==> src/rtl/sram_ctl_pkg.sv <==
package sram_ctl_pkg;

  typedef enum logic [2:0] {
    ST_IDLE,
    ST_RD_WAIT,
    ST_RD_CAP,
    ST_WR_SETUP,
    ST_WR_PULSE,
    ST_WR_HOLD,
    ST_RECOVER
  } seq_state_e;

  // Cycles needed to cover a time in ps, never fewer than min_cyc.
  function automatic int unsigned cyc_ceil(input int unsigned t_ps,
                                           input int unsigned clk_ps,
                                           input int unsigned min_cyc);
    int unsigned c;
    c = (t_ps + clk_ps - 1) / clk_ps;
    return (c < min_cyc) ? min_cyc : c;
  endfunction

endpackage

==> src/rtl/sram_phase_timer.sv <==
module sram_phase_timer #(
  parameter int unsigned CW = 8
) (
  input  logic          clk,
  input  logic          rst_n,
  input  logic          load,
  input  logic [CW-1:0] load_val,
  output logic          expired
);
  logic [CW-1:0] cnt_q;

  always_ff @(posedge clk or negedge rst_n) begin
    if (!rst_n)             cnt_q <= '0;
    else if (load)          cnt_q <= load_val;
    else if (cnt_q != '0)   cnt_q <= cnt_q - 1'b1;
  end

  assign expired = (cnt_q == '0);
endmodule

==> src/rtl/sram_strobe_gen.sv <==
module sram_strobe_gen
  import sram_ctl_pkg::*;
(
  input  logic       clk,
  input  logic       rst_n,
  input  seq_state_e nxt_state,
  output logic       ce1_n,
  output logic       ce2,
  output logic       oe_n,
  output logic       we_n
);
  logic sel_nxt, rd_nxt, wr_pulse_nxt;

  always_comb begin
    rd_nxt       = (nxt_state == ST_RD_WAIT) || (nxt_state == ST_RD_CAP);
    wr_pulse_nxt = (nxt_state == ST_WR_PULSE);
    sel_nxt      = rd_nxt || wr_pulse_nxt ||
                   (nxt_state == ST_WR_SETUP) || (nxt_state == ST_WR_HOLD);
  end

  // Strobes come straight from flops so the pins never glitch.
  always_ff @(posedge clk or negedge rst_n) begin
    if (!rst_n) begin
      ce1_n <= 1'b1;
      ce2   <= 1'b0;
      oe_n  <= 1'b1;
      we_n  <= 1'b1;
    end else begin
      ce1_n <= !sel_nxt;
      ce2   <= sel_nxt;
      oe_n  <= !rd_nxt;
      we_n  <= !wr_pulse_nxt;
    end
  end
endmodule

==> src/rtl/sram_bus_turn.sv <==
module sram_bus_turn #(
  parameter int unsigned DATA_W = 8
) (
  input  logic              clk,
  input  logic              rst_n,
  input  logic              want_drive,
  input  logic              oe_n_now,
  input  logic              load,
  input  logic [DATA_W-1:0] din,
  output logic [DATA_W-1:0] dout,
  output logic              drive_en
);
  // Driving starts only if the RAM outputs are already disabled.
  always_ff @(posedge clk or negedge rst_n) begin
    if (!rst_n) begin
      drive_en <= 1'b0;
      dout     <= '0;
    end else begin
      drive_en <= want_drive && oe_n_now;
      if (load) dout <= din;
    end
  end
endmodule

==> src/rtl/sram_ctl_top.sv <==
module sram_ctl_top
  import sram_ctl_pkg::*;
#(
  parameter int unsigned ADDR_W          = 17,
  parameter int unsigned DATA_W          = 8,
  parameter int unsigned CLK_PERIOD_PS   = 4000,
  parameter int unsigned T_ACCESS_PS     = 55000,
  parameter int unsigned T_ADDR_SETUP_PS = 0,
  parameter int unsigned T_WE_PULSE_PS   = 45000,
  parameter int unsigned T_DATA_HOLD_PS  = 0,
  parameter int unsigned RECOVER_CYCLES  = 1
) (
  input  logic              clk,
  input  logic              rst_n,
  input  logic              req_valid,
  output logic              req_ready,
  input  logic              req_write,
  input  logic [ADDR_W-1:0] req_addr,
  input  logic [DATA_W-1:0] req_wdata,
  output logic              rsp_valid,
  output logic [DATA_W-1:0] rsp_rdata,
  output logic [ADDR_W-1:0] mem_addr,
  output logic              mem_ce1_n,
  output logic              mem_ce2,
  output logic              mem_oe_n,
  output logic              mem_we_n,
  output logic [DATA_W-1:0] mem_dq_out,
  output logic              mem_dq_oe,
  input  logic [DATA_W-1:0] mem_dq_in
);
  localparam int unsigned RD_CYC  = cyc_ceil(T_ACCESS_PS, CLK_PERIOD_PS, 1);
  localparam int unsigned SU_CYC  = cyc_ceil(T_ADDR_SETUP_PS, CLK_PERIOD_PS, 1);
  localparam int unsigned PW_CYC  = cyc_ceil(T_WE_PULSE_PS, CLK_PERIOD_PS, 1);
  localparam int unsigned HD_CYC  = cyc_ceil(T_DATA_HOLD_PS, CLK_PERIOD_PS, 1);
  localparam int unsigned REC_CYC = (RECOVER_CYCLES < 1) ? 1 : RECOVER_CYCLES;
  localparam int unsigned CNT_W   =
    $clog2(RD_CYC + SU_CYC + PW_CYC + HD_CYC + REC_CYC + 1);

  seq_state_e        state_q, nxt_state;
  logic              tmr_load, tmr_expired;
  logic [CNT_W-1:0]  tmr_val;
  logic              accept, want_drive;
  logic [ADDR_W-1:0] addr_q;
  logic [DATA_W-1:0] rdata_q;
  logic              rsp_q;

  assign req_ready = (state_q == ST_IDLE);
  assign accept    = req_valid && req_ready;

  always_comb begin
    nxt_state = state_q;
    tmr_load  = 1'b0;
    tmr_val   = '0;
    unique case (state_q)
      ST_IDLE: if (req_valid) begin
        tmr_load = 1'b1;
        if (req_write) begin
          nxt_state = ST_WR_SETUP;
          tmr_val   = CNT_W'(SU_CYC - 1);
        end else begin
          nxt_state = ST_RD_WAIT;
          tmr_val   = CNT_W'(RD_CYC - 1);
        end
      end
      ST_RD_WAIT: if (tmr_expired) begin
        nxt_state = ST_RD_CAP;
        tmr_load  = 1'b1;
      end
      ST_RD_CAP: if (tmr_expired) begin
        nxt_state = ST_RECOVER;
        tmr_load  = 1'b1;
        tmr_val   = CNT_W'(REC_CYC - 1);
      end
      ST_WR_SETUP: if (tmr_expired) begin
        nxt_state = ST_WR_PULSE;
        tmr_load  = 1'b1;
        tmr_val   = CNT_W'(PW_CYC - 1);
      end
      ST_WR_PULSE: if (tmr_expired) begin
        nxt_state = ST_WR_HOLD;
        tmr_load  = 1'b1;
        tmr_val   = CNT_W'(HD_CYC - 1);
      end
      ST_WR_HOLD: if (tmr_expired) begin
        nxt_state = ST_RECOVER;
        tmr_load  = 1'b1;
        tmr_val   = CNT_W'(REC_CYC - 1);
      end
      ST_RECOVER: if (tmr_expired) nxt_state = ST_IDLE;
      default: nxt_state = ST_IDLE;
    endcase
  end

  assign want_drive = (nxt_state == ST_WR_SETUP) || (nxt_state == ST_WR_PULSE) ||
                      (nxt_state == ST_WR_HOLD);

  always_ff @(posedge clk or negedge rst_n) begin
    if (!rst_n) begin
      state_q <= ST_IDLE;
      addr_q  <= '0;
      rdata_q <= '0;
      rsp_q   <= 1'b0;
    end else begin
      state_q <= nxt_state;
      if (accept) addr_q <= req_addr;
      if (state_q == ST_RD_CAP) rdata_q <= mem_dq_in;
      rsp_q <= (state_q == ST_RD_CAP) ||
               ((state_q == ST_WR_HOLD) && tmr_expired);
    end
  end

  sram_phase_timer #(.CW(CNT_W)) u_timer (
    .clk      (clk),
    .rst_n    (rst_n),
    .load     (tmr_load),
    .load_val (tmr_val),
    .expired  (tmr_expired)
  );

  sram_strobe_gen u_strobe (
    .clk       (clk),
    .rst_n     (rst_n),
    .nxt_state (nxt_state),
    .ce1_n     (mem_ce1_n),
    .ce2       (mem_ce2),
    .oe_n      (mem_oe_n),
    .we_n      (mem_we_n)
  );

  sram_bus_turn #(.DATA_W(DATA_W)) u_bus (
    .clk        (clk),
    .rst_n      (rst_n),
    .want_drive (want_drive),
    .oe_n_now   (mem_oe_n),
    .load       (accept && req_write),
    .din        (req_wdata),
    .dout       (mem_dq_out),
    .drive_en   (mem_dq_oe)
  );

  assign mem_addr  = addr_q;
  assign rsp_valid = rsp_q;
  assign rsp_rdata = rdata_q;
endmodule

==> config.mk <==
export PLATFORM = sky130hd
export DESIGN_NAME = sram_ctl_top
export DESIGN_NICKNAME = d
export VERILOG_FILES = /design/src/rtl/sram_ctl_pkg.sv /design/src/rtl/sram_phase_timer.sv /design/src/rtl/sram_strobe_gen.sv /design/src/rtl/sram_bus_turn.sv /design/src/rtl/sram_ctl_top.sv
export SDC_FILE = /design/constraint.sdc
export NUM_CORES = 1
export LEC_CHECK = 0
export ABC_AREA = 1
export BUFFER_PORTS_ARGS = -buffer_cell sky130_fd_sc_hd__buf_2
export CORE_ASPECT_RATIO = 0.8
export CORE_UTILIZATION = 40
export CTS_BUF_LIST = sky130_fd_sc_hd__clkbuf_4 sky130_fd_sc_hd__clkbuf_8
export CTS_CLUSTER_SIZE = 10
export DETAILED_ROUTE_END_ITERATION = 6
export PLACE_DENSITY = 0.7
export SYNTH_ARGS = -nofsm -noshare
export SYNTH_HDL_FRONTEND = slang
export SYNTH_SLANG_ARGS = --single-unit
==> constraint.sdc <==
create_clock -name clk -period 3.4 [get_ports clk]
set_clock_uncertainty 0.15 [all_clocks]
set_input_delay 0.34 -clock clk [delete_from_list [all_inputs] [get_ports clk]]
set_output_delay 0.34 -clock clk [all_outputs]
set_load 0.05 [all_outputs]
==> reports/results.txt, run 1 <==
Clock Latency Late Sink - 290 ps
Arr. time, crit path - 2060 ps
CTS resizes - 0
Max Clock Freq - 0.4933 GHz
CP required - 3430 ps
first-pass GRT wire length - 6665 µm
crit path kind - reg -> reg
io pins - 77
Final Hold Viols - 0
Worst Tran Pin Value - 982.8 ps
Vias/cell - 4.580
clock sinks - 47
period utilization - 59.62%
CTS Buf Count - 5
row cnt - 22
routability cong. - 0.9252
hold_buf cts - 0
final count of negative-setup-slack endpoints - 0
total global routing overflow - 0
RSZ-0062 raised after global routing - no
minimum clock period - 2027 ps
htree depth - 2
Hold Path Class - in -> async
highest metal used - met4
Layout area overhead - 26.55%
All-Layer GR Usage - 16.35%
initial antenna violation count - 0
Yosys top cell area share - 53.95%
register bit total from synthesis - 47
Final HPWL DP - 3035 µm
most frequent cells in the layout - nand2_1, buf_2, dfrtp_1, nor2_1, inv_1
number of routed nets with antenna violations - 0
CTS tree - built
share of cells above drive strength 1 - 37.46%
Total Wirelength - 4200 µm
wire per inst - 11.44 µm
Non-Filler Instances - 367
Netlist Area Pre-Place - 0.002041 mm²
setup bufs post-CTS - 0
Iteration-0 DRC Markers - 39
average instance area after synthesis - 8.990 µm²
number of diodes - 0
largest net degree at the start of global routing - 48
Core Region - 0.004735 mm²
CP max FO - 5
commonest non-fill, non-tap cell in the layout - nand2_1
Worst-path clk slew - 90 ps
DP Area - 0.002465 mm²
Mapped Nets - 266
metal2 WL - 1824 µm
design area - 0.002582 mm²
EDFF count, synth - 0
Max transition margin - 34.48%
nets@finish - 345
Layout Utilization - 54.55%
DP Cell Count - 359
cells after synthesis - 227
M1 WL - 2059 µm
CTS Buffer Depth - 2
distinct cell type count after synthesis - 27
Slew Viols, Final - 0
Crit. End Element - flip-flop
vias in the first global route - 1,498
DIE AREA - 0.005393 mm²
Main synth FF type - dfrtp_1
DRC violations left - 0
die height - 65.89 µm
leading area contributor after synthesis - dfrtp_1
Initial Utilization - 43.10%
number of port buffers - 76
met3 routed WL - 286 µm
Vias - 1,681
warnings from Yosys - 0
sequential cell area fraction in the yosys report - 57.82%
largest cells by area after synthesis - dfrtp_1, nand2_1, mux2_2
max-cap violations - 0
Root Driver - clkbuf_8
drt pass-1 iters - 4
TNS Setup - 0 ps
outcome - complete, no violations
Synth async-reset ratio - 100.0%
Startpoint Class - flip-flop
die width - 81.86 µm
==> flip-flops by register name, indices dropped and copies added (netlist names), 3 cells and up <==
signal,cells
state_q,3
mem_addr,17
u_timer.cnt_q,5
u_bus.dout,8
rsp_rdata,8
==> critical path, stage by stage, from the launching register on <==
cell and delay [ps]:
dfrtp_1 360, inv_1 130, ha_1 200, inv_1 50, nor2_1 90, nand2_1 140
nand2_1 130, nor2_1 50, nor2_1 160, nand2_1 150, nand2_1 100, nand2_1 50
nand2_1 70, nand2_1 80
==> final cells by class <==
cell class              count  area (µm²)
clock buffers               6       82.58
clock inverters             2       35.03
fillers                   453        2152
inverters                  20       75.07
multi-input cells         156       754.5
flip-flops and latches     47        1180
well taps                  60       75.07
repair buffers             76       380.4
==> path summary, 6_finish.rpt <==
path | start | endpoint | slack (ps) | depth (start not counted)
min in group clk | req_addr[16] | mem_addr[16] | 90 | 3
min | rst_n | u_timer.cnt_q[0] | 50 | 1
min reg2reg | u_bus.dout[0] | u_bus.dout[0] | 320 | 2
max reg2reg | u_timer.cnt_q[0] | u_strobe.ce2 | 1370 | 13
max in group asynchronous | rst_n | mem_addr[1] | 2440 | 1
max | u_timer.cnt_q[0] | u_strobe.ce2 | 1370 | 13
==> synthesized netlist by cell type, drive strengths merged, types with 2 or more instances <==
library cell / number
a21oi: 4
buf: 3
dfrtp: 44
dfstp: 3
ha: 2
inv: 20
mux2: 8
nand2: 107
nand3: 4
nor2: 18
nor3: 2
o21ai: 5
==> metal layers <==
layer / up-vias / global-route usage, %
met5: - / 0
met4: 0 / 4.605
met3: 4 / 4.414
met2: 58 / 24.90
met1: 769 / 22.79
li1: 850 / -
==> logic make-up (layout without fill, tap and decap cells) <==
kind of cell | count (synthesis) | in the layout | share of synthesized area (%)
and+or+nand+nor | 133 | 133 | 26.92
DFF | 47 | 47 | 57.82
buffers and inverters | 24 | 104 | 5.211
AOI/OAI and AO/OA | 12 | 12 | 3.985
muxes | 8 | 8 | 4.415
adders and majority gates | 2 | 2 | 1.226
xor gates and xnor gates | 1 | 1 | 0.4293
==> stage by stage <==
stage	worst slack [ps]	hold slack [ps]
after global routing	1117	88.41
after CTS	1402	81.71
after global placement	1488	302.7
final	1373	54.25
after floorplan	1613	-105.6
after detailed placement	1422	310.0
Power of run 1 is left out: the tool's default activity adds up to more than one toggle a clock period on the data nets, which glitch-free logic cannot reach.
==> run 2: changes to the inputs <==
==> constraint.sdc (replaced) <==
create_clock -name clk -period 1.9 [get_ports clk]
set_clock_uncertainty 0.15 [all_clocks]
set_input_delay 0.19 -clock clk [delete_from_list [all_inputs] [get_ports clk]]
set_output_delay 0.19 -clock clk [all_outputs]
set_load 0.05 [all_outputs]
==> run 2 against run 1 <==
Compared with the run above: utilization grew 8.7 points; wire length increased by 16%; clock-buffer cell count up 1; via count grew 10%; critical path depth is 3 lower; global-route usage up 2.5 points; hold slack worse by 30 ps; setup slack worse by 1300 ps; critical endpoint is now u_bus.drive_en.
==> reports/results.txt, run 2 (synthesis gave the netlist of run 1 again) <==
Worst Tran Pin Value - 492.5 ps
CP required - 1970 ps
Leakage - 1.640 nW
Max transition margin - 67.17%
commonest non-fill, non-tap cell in the layout - nand2_1
Worst-path clk slew - 90 ps
pwr dens - 1947 mW/mm²
FF-to-FF Start - u_timer.cnt_q[1]
die height - 65.89 µm
CTS Buffer Depth - 2
Iteration-0 DRC Markers - 64
Root Driver - clkbuf_8
Final HPWL DP - 3034 µm
share of cells above drive strength 1 - 37.82%
Startpoint Class - flip-flop
clock sinks - 47
CTS Buf Count - 5
routability cong. - 0.8975
Arr. time, crit path - 1850 ps
Core Region - 0.004735 mm²
Vias/cell - 4.531
crit path kind - reg -> reg
io pins - 77
largest net degree at the start of global routing - 27
outcome - complete, no violations
wire per inst - 11.91 µm
Initial Utilization - 43.10%
number of routed nets with antenna violations - 0
max-cap violations - 0
Clock Latency Late Sink - 300 ps
number of diodes - 0
Layout area overhead - 46.72%
Hold Path Class - in -> reg
drt pass-1 iters - 4
max FFs per register - 17
Max VDD drop - 0.001113 V
row cnt - 22
Total Wirelength - 4872 µm
nets@finish - 387
first-pass GRT wire length - 7596 µm
hold_ws - 24.04 ps
Final Hold Viols - 0
Slew Viols, Final - 0
final count of negative-setup-slack endpoints - 0
minimum clock period - 1781 ps
Vias - 1,853
htree depth - 2
vias in the first global route - 1,789
HP Start - req_write
CTS tree - built
Max Clock Freq - 0.5616 GHz
total global routing overflow - 0
die width - 81.86 µm
DIE AREA - 0.005393 mm²
period utilization - 93.71%
most frequent cells in the layout - nand2_1, buf_2, dfrtp_1, dlygate4sd3_1, nor2_1
critical path launch point - u_timer.cnt_q[1]
Crit. End Element - flip-flop
initial antenna violation count - 0
CP max FO - 6
DRC violations left - 0
number of port buffers - 76
All-Layer GR Usage - 18.83%
TNS Setup - 0 ps
## run 2: through the flow
stage | area (µm²) | std cells | worst slack [ps] | utilization (%) | power (mW)
2_1_floorplan | 2041 | 227 | 112.9 | - | 4.321
3_3_place_gp | 2507 | 363 | 106.5 | 52.96 | 4.979
3_5_place_dp | 2507 | 363 | 28.50 | 52.96 | 5.033
4_1_cts | 2937 | 405 | 11.84 | 62.02 | 5.708
5_1_grt | 2994 | 409 | -9.573 | 63.24 | 6.242
6_report | 2994 | 409 | 119.4 | 63.24 | 5.830
## run 2: metal layers
metal | track usage (%) | up-vias | wire length (µm)
li1 | - | 944 | -
met1 | 22.16 | 853 | 2275
met2 | 33.47 | 52 | 2329
met3 | 6.345 | 4 | 237
met4 | 3.070 | 0 | 30
met5 | 0 | - | 0
## run 2: area by class of cell
cell class,count,area (µm²)
well taps,60,75.07
repair buffers,118,793.3
flip-flops and latches,47,1180
multi-input cells,156,782.0
fillers,404,1740
clock buffers,7,83.83
clock inverters,1,5.005
inverters,20,75.07
## run 2: power breakdown
part	switching (mW)	total (mW)	internal, mW	leakage, nW
sequential	0.267	1.76	1.50	0.574
combinational	2.50	3.46	0.956	1.02
clock	0.320	0.607	0.287	0.0491
total	3.09	5.83	2.74	1.64
## run 2: repair_timing
| item | 4_1_cts | 5_1_grt |
|---|---|---|
| hold buffers | 34 | 0 |
| setup endpoints to repair | 0 | 8 |
| endpoints found under the hold margin | 51 | 0 |
| buffers inserted | 0 | 4 |
| gates resized for setup | 0 | 10 |
## run 2: worst paths after layout
path | endpoint | slack (ps) | depth (start not counted)
setup / recovery | u_bus.drive_en | 120 | 10
hold / removal | u_timer.cnt_q[2] | 20 | 4
setup reg to reg | u_bus.drive_en | 120 | 10
hold reg to reg | u_bus.dout[5] | 320 | 2
max in group asynchronous | mem_addr[14] | 870 | 3
min in group asynchronous | u_timer.cnt_q[0] | 230 | 2
## run 2: worst max-delay path, stage by stage (launching register included)
cell and delay [ps]:
dfrtp_1 380, inv_2 70, ha_1 150, nand2_1 110, nor2_4 170, nor2_1 80
a31oi_2 270, inv_2 70, nand2_1 70, nand2_1 70, nor2_1 110
Power figures use the tool's default switching activity.
==> run 3: changes to the inputs <==
--- a/config.mk
+++ b/config.mk
@@ -7,11 +7,11 @@
 export LEC_CHECK = 0
 export ABC_AREA = 1
 export BUFFER_PORTS_ARGS = -buffer_cell sky130_fd_sc_hd__buf_2
-export CORE_ASPECT_RATIO = 0.8
 export CORE_UTILIZATION = 40
 export CTS_BUF_LIST = sky130_fd_sc_hd__clkbuf_4 sky130_fd_sc_hd__clkbuf_8
 export CTS_CLUSTER_SIZE = 10
 export DETAILED_ROUTE_END_ITERATION = 6
+export GPL_TIMING_DRIVEN = 0
 export PLACE_DENSITY = 0.7
 export SYNTH_ARGS = -nofsm -noshare
 export SYNTH_HDL_FRONTEND = slang
==> constraint.sdc (replaced) <==
create_clock -name clk -period 1.65 [get_ports clk]
set_clock_uncertainty 0.15 [all_clocks]
set_input_delay 0.165 -clock clk [delete_from_list [all_inputs] [get_ports clk]]
set_output_delay 0.165 -clock clk [all_outputs]
set_load 0.05 [all_outputs]
==> run 3 against run 2 <==
Compared with the run above: the run now ends with setup timing left; wire length grew 8.6%; register-to-register slack worse by 190 ps; sequential power up 14%; critical endpoint unchanged.
==> reports/results.txt, run 3 (synthesis gave the netlist of run 1 again) <==
fin worst setup slack - -75.05 ps
CTS Buffer Depth - 2
clock sinks - 47
Arr. time, crit path - 1810 ps
Critical-path top delay cell - dfrtp_1
DIE AREA - 0.005391 mm²
Layout area overhead - 56.71%
Pwr Total - 7.229 mW
htree depth - 2
CP Buf/Inv Count - 2
Iteration-0 DRC Markers - 100
io pins - 77
Clock Latency Late Sink - 300 ps
initial antenna violation count - 0
Final HPWL DP - 3050 µm
CTS tree - built
Hold Path Class - in -> reg
Worst Tran Pin Value - 621.9 ps
switching power - 3.792 mW
crit-path cells - buf_6 -> nor2_4 -> nand2_4 -> buf_4 -> nor2_4 -> a21oi_4 -> nand2_2 -> nand2_2 -> nand2_2 -> nand2_2 -> nor2_1
Root Driver - clkbuf_8
nets@finish - 398
DRC violations left - 0
Switching Fraction - 52.46%
Leakage - 1.709 nW
Slew Viols, Final - 0
most frequent cells in the layout - nand2_1, buf_2, dfrtp_1, dlygate4sd3_1, buf_4
Worst path top cell family by delay - simple AND/OR/NAND/NOR gates
row cnt - 25
Vias/cell - 4.602
Layout Utilization - 66.39%
Initial Utilization - 42.36%
share of cells above drive strength 1 - 43.61%
final count of negative-setup-slack endpoints - 5
Most Frequent Cell on Critical Path - nand2_2
TNS Setup - -281.0 ps
largest net degree at the start of global routing - 48
Worst-path clk slew - 80 ps
failing checks - setup timing
Max VDD drop - 0.001347 V
hold_ws - 91.09 ps
vias in the first global route - 1,849
Max transition margin - 58.54%
die height - 73.43 µm
pwr dens - 2260 mW/mm²
max-cap violations - 0
Max Clock Freq - 0.5797 GHz
combinational cell fraction of total power - 62.7%
Crit. End Element - flip-flop
CP max FO - 3
wire per inst - 12.39 µm
Total Wirelength - 5292 µm
All-Layer GR Usage - 19.49%
total global routing overflow - 0
Vias - 1,965
die width - 73.43 µm
RSZ-0062 raised after global routing - yes
crit path kind - reg -> reg
Startpoint Class - flip-flop
number of diodes - 0
first-pass GRT wire length - 7948 µm
commonest non-fill, non-tap cell in the layout - nand2_1
drt pass-1 iters - 4
CP required - 1740 ps
Cell Int Power - 3.436 mW
Core Region - 0.004817 mm²
sequential share of power - 27.8%
Final Hold Viols - 0
CTS Buf Count - 5
number of routed nets with antenna violations - 0
period utilization - 104.5%
outcome - complete, but fails checks
Crit path largest cell delay - 390 ps
max FFs per register - 17
routability cong. - 0.7962
number of port buffers - 76
worst slack, placed - -214.8 ps
clock network power share - 9.5%
minimum clock period - 1725 ps
## run 3: cell types whose count changed in the layout (fill, tap and decap cells not counted), sizes merged
cell | before | now
clkinv | 1 | 2
buf | 84 | 92
dlygate4sd3 | 34 | 35
clkbuf | 7 | 8
## run 3: repair_timing
action,in CTS,in global routing
resized for setup,8,24
hold buffers,35,0
hold endpoints to repair,78,0
setup buffers,7,8
pin swaps,6,7
endpoints found under the setup margin,28,29
## run 3: path summary, 6_finish.rpt
path                               start          endpoint  slack (ps)  cells past startpoint
setup reg to reg              state_q[2]    u_bus.drive_en         -80                     11
hold reg to reg            u_bus.dout[3]     u_bus.dout[3]         320                      2
setup / recovery              state_q[2]    u_bus.drive_en         -80                     11
max in group asynchronous          rst_n        state_q[0]         590                      2
min in group asynchronous          rst_n       mem_addr[7]         310                      2
hold / removal                 req_valid  u_timer.cnt_q[2]          90                      5
## run 3: final cells by class
cell class	instances	area (µm²)
sequential	47	1181
clock inverter	2	13.76
buffer	3	27.53
inverter	20	85.08
fill	374	1619
clock buffer	6	76.32
timing repair buffer	126	864.6
multi-input combinational	156	865.8
tap	67	83.83
## run 3: power by group through the flow
stage	registers (mW)	logic [mW]	clock network [mW]
6_report	2.01	4.53	0.688
3_3_place_gp	1.99	3.81	0
4_1_cts	1.99	4.09	0.705
3_5_place_dp	2.01	3.86	0
2_1_floorplan	3.56	1.49	0
5_1_grt	2.08	4.88	0.754
## run 3: metal layers
layer / vias up / GRT usage (%) / wire (µm)
met3: 8 / 4.664 / 254
met5: - / 0 / 0
li1: 962 / - / -
met1: 942 / 21.98 / 2174
met2: 53 / 36.01 / 2797
met4: 0 / 6.410 / 66
## run 3: worst reg2reg max path, cell delays in order (launching register included)
cell and delay, ps:
dfrtp_1 390, buf_6 130, nor2_4 130, nand2_4 90
buf_4 150, nor2_4 170, a21oi_4 60, nand2_2 90
nand2_2 70, nand2_2 60, nand2_2 60, nor2_1 90
## run 3: per-stage QoR
step	cells	cell area, µm²
final	427	3198
after global routing	427	3198
after CTS	419	3038
after detailed placement	370	2530
after global placement	370	2530
after floorplan	227	2066
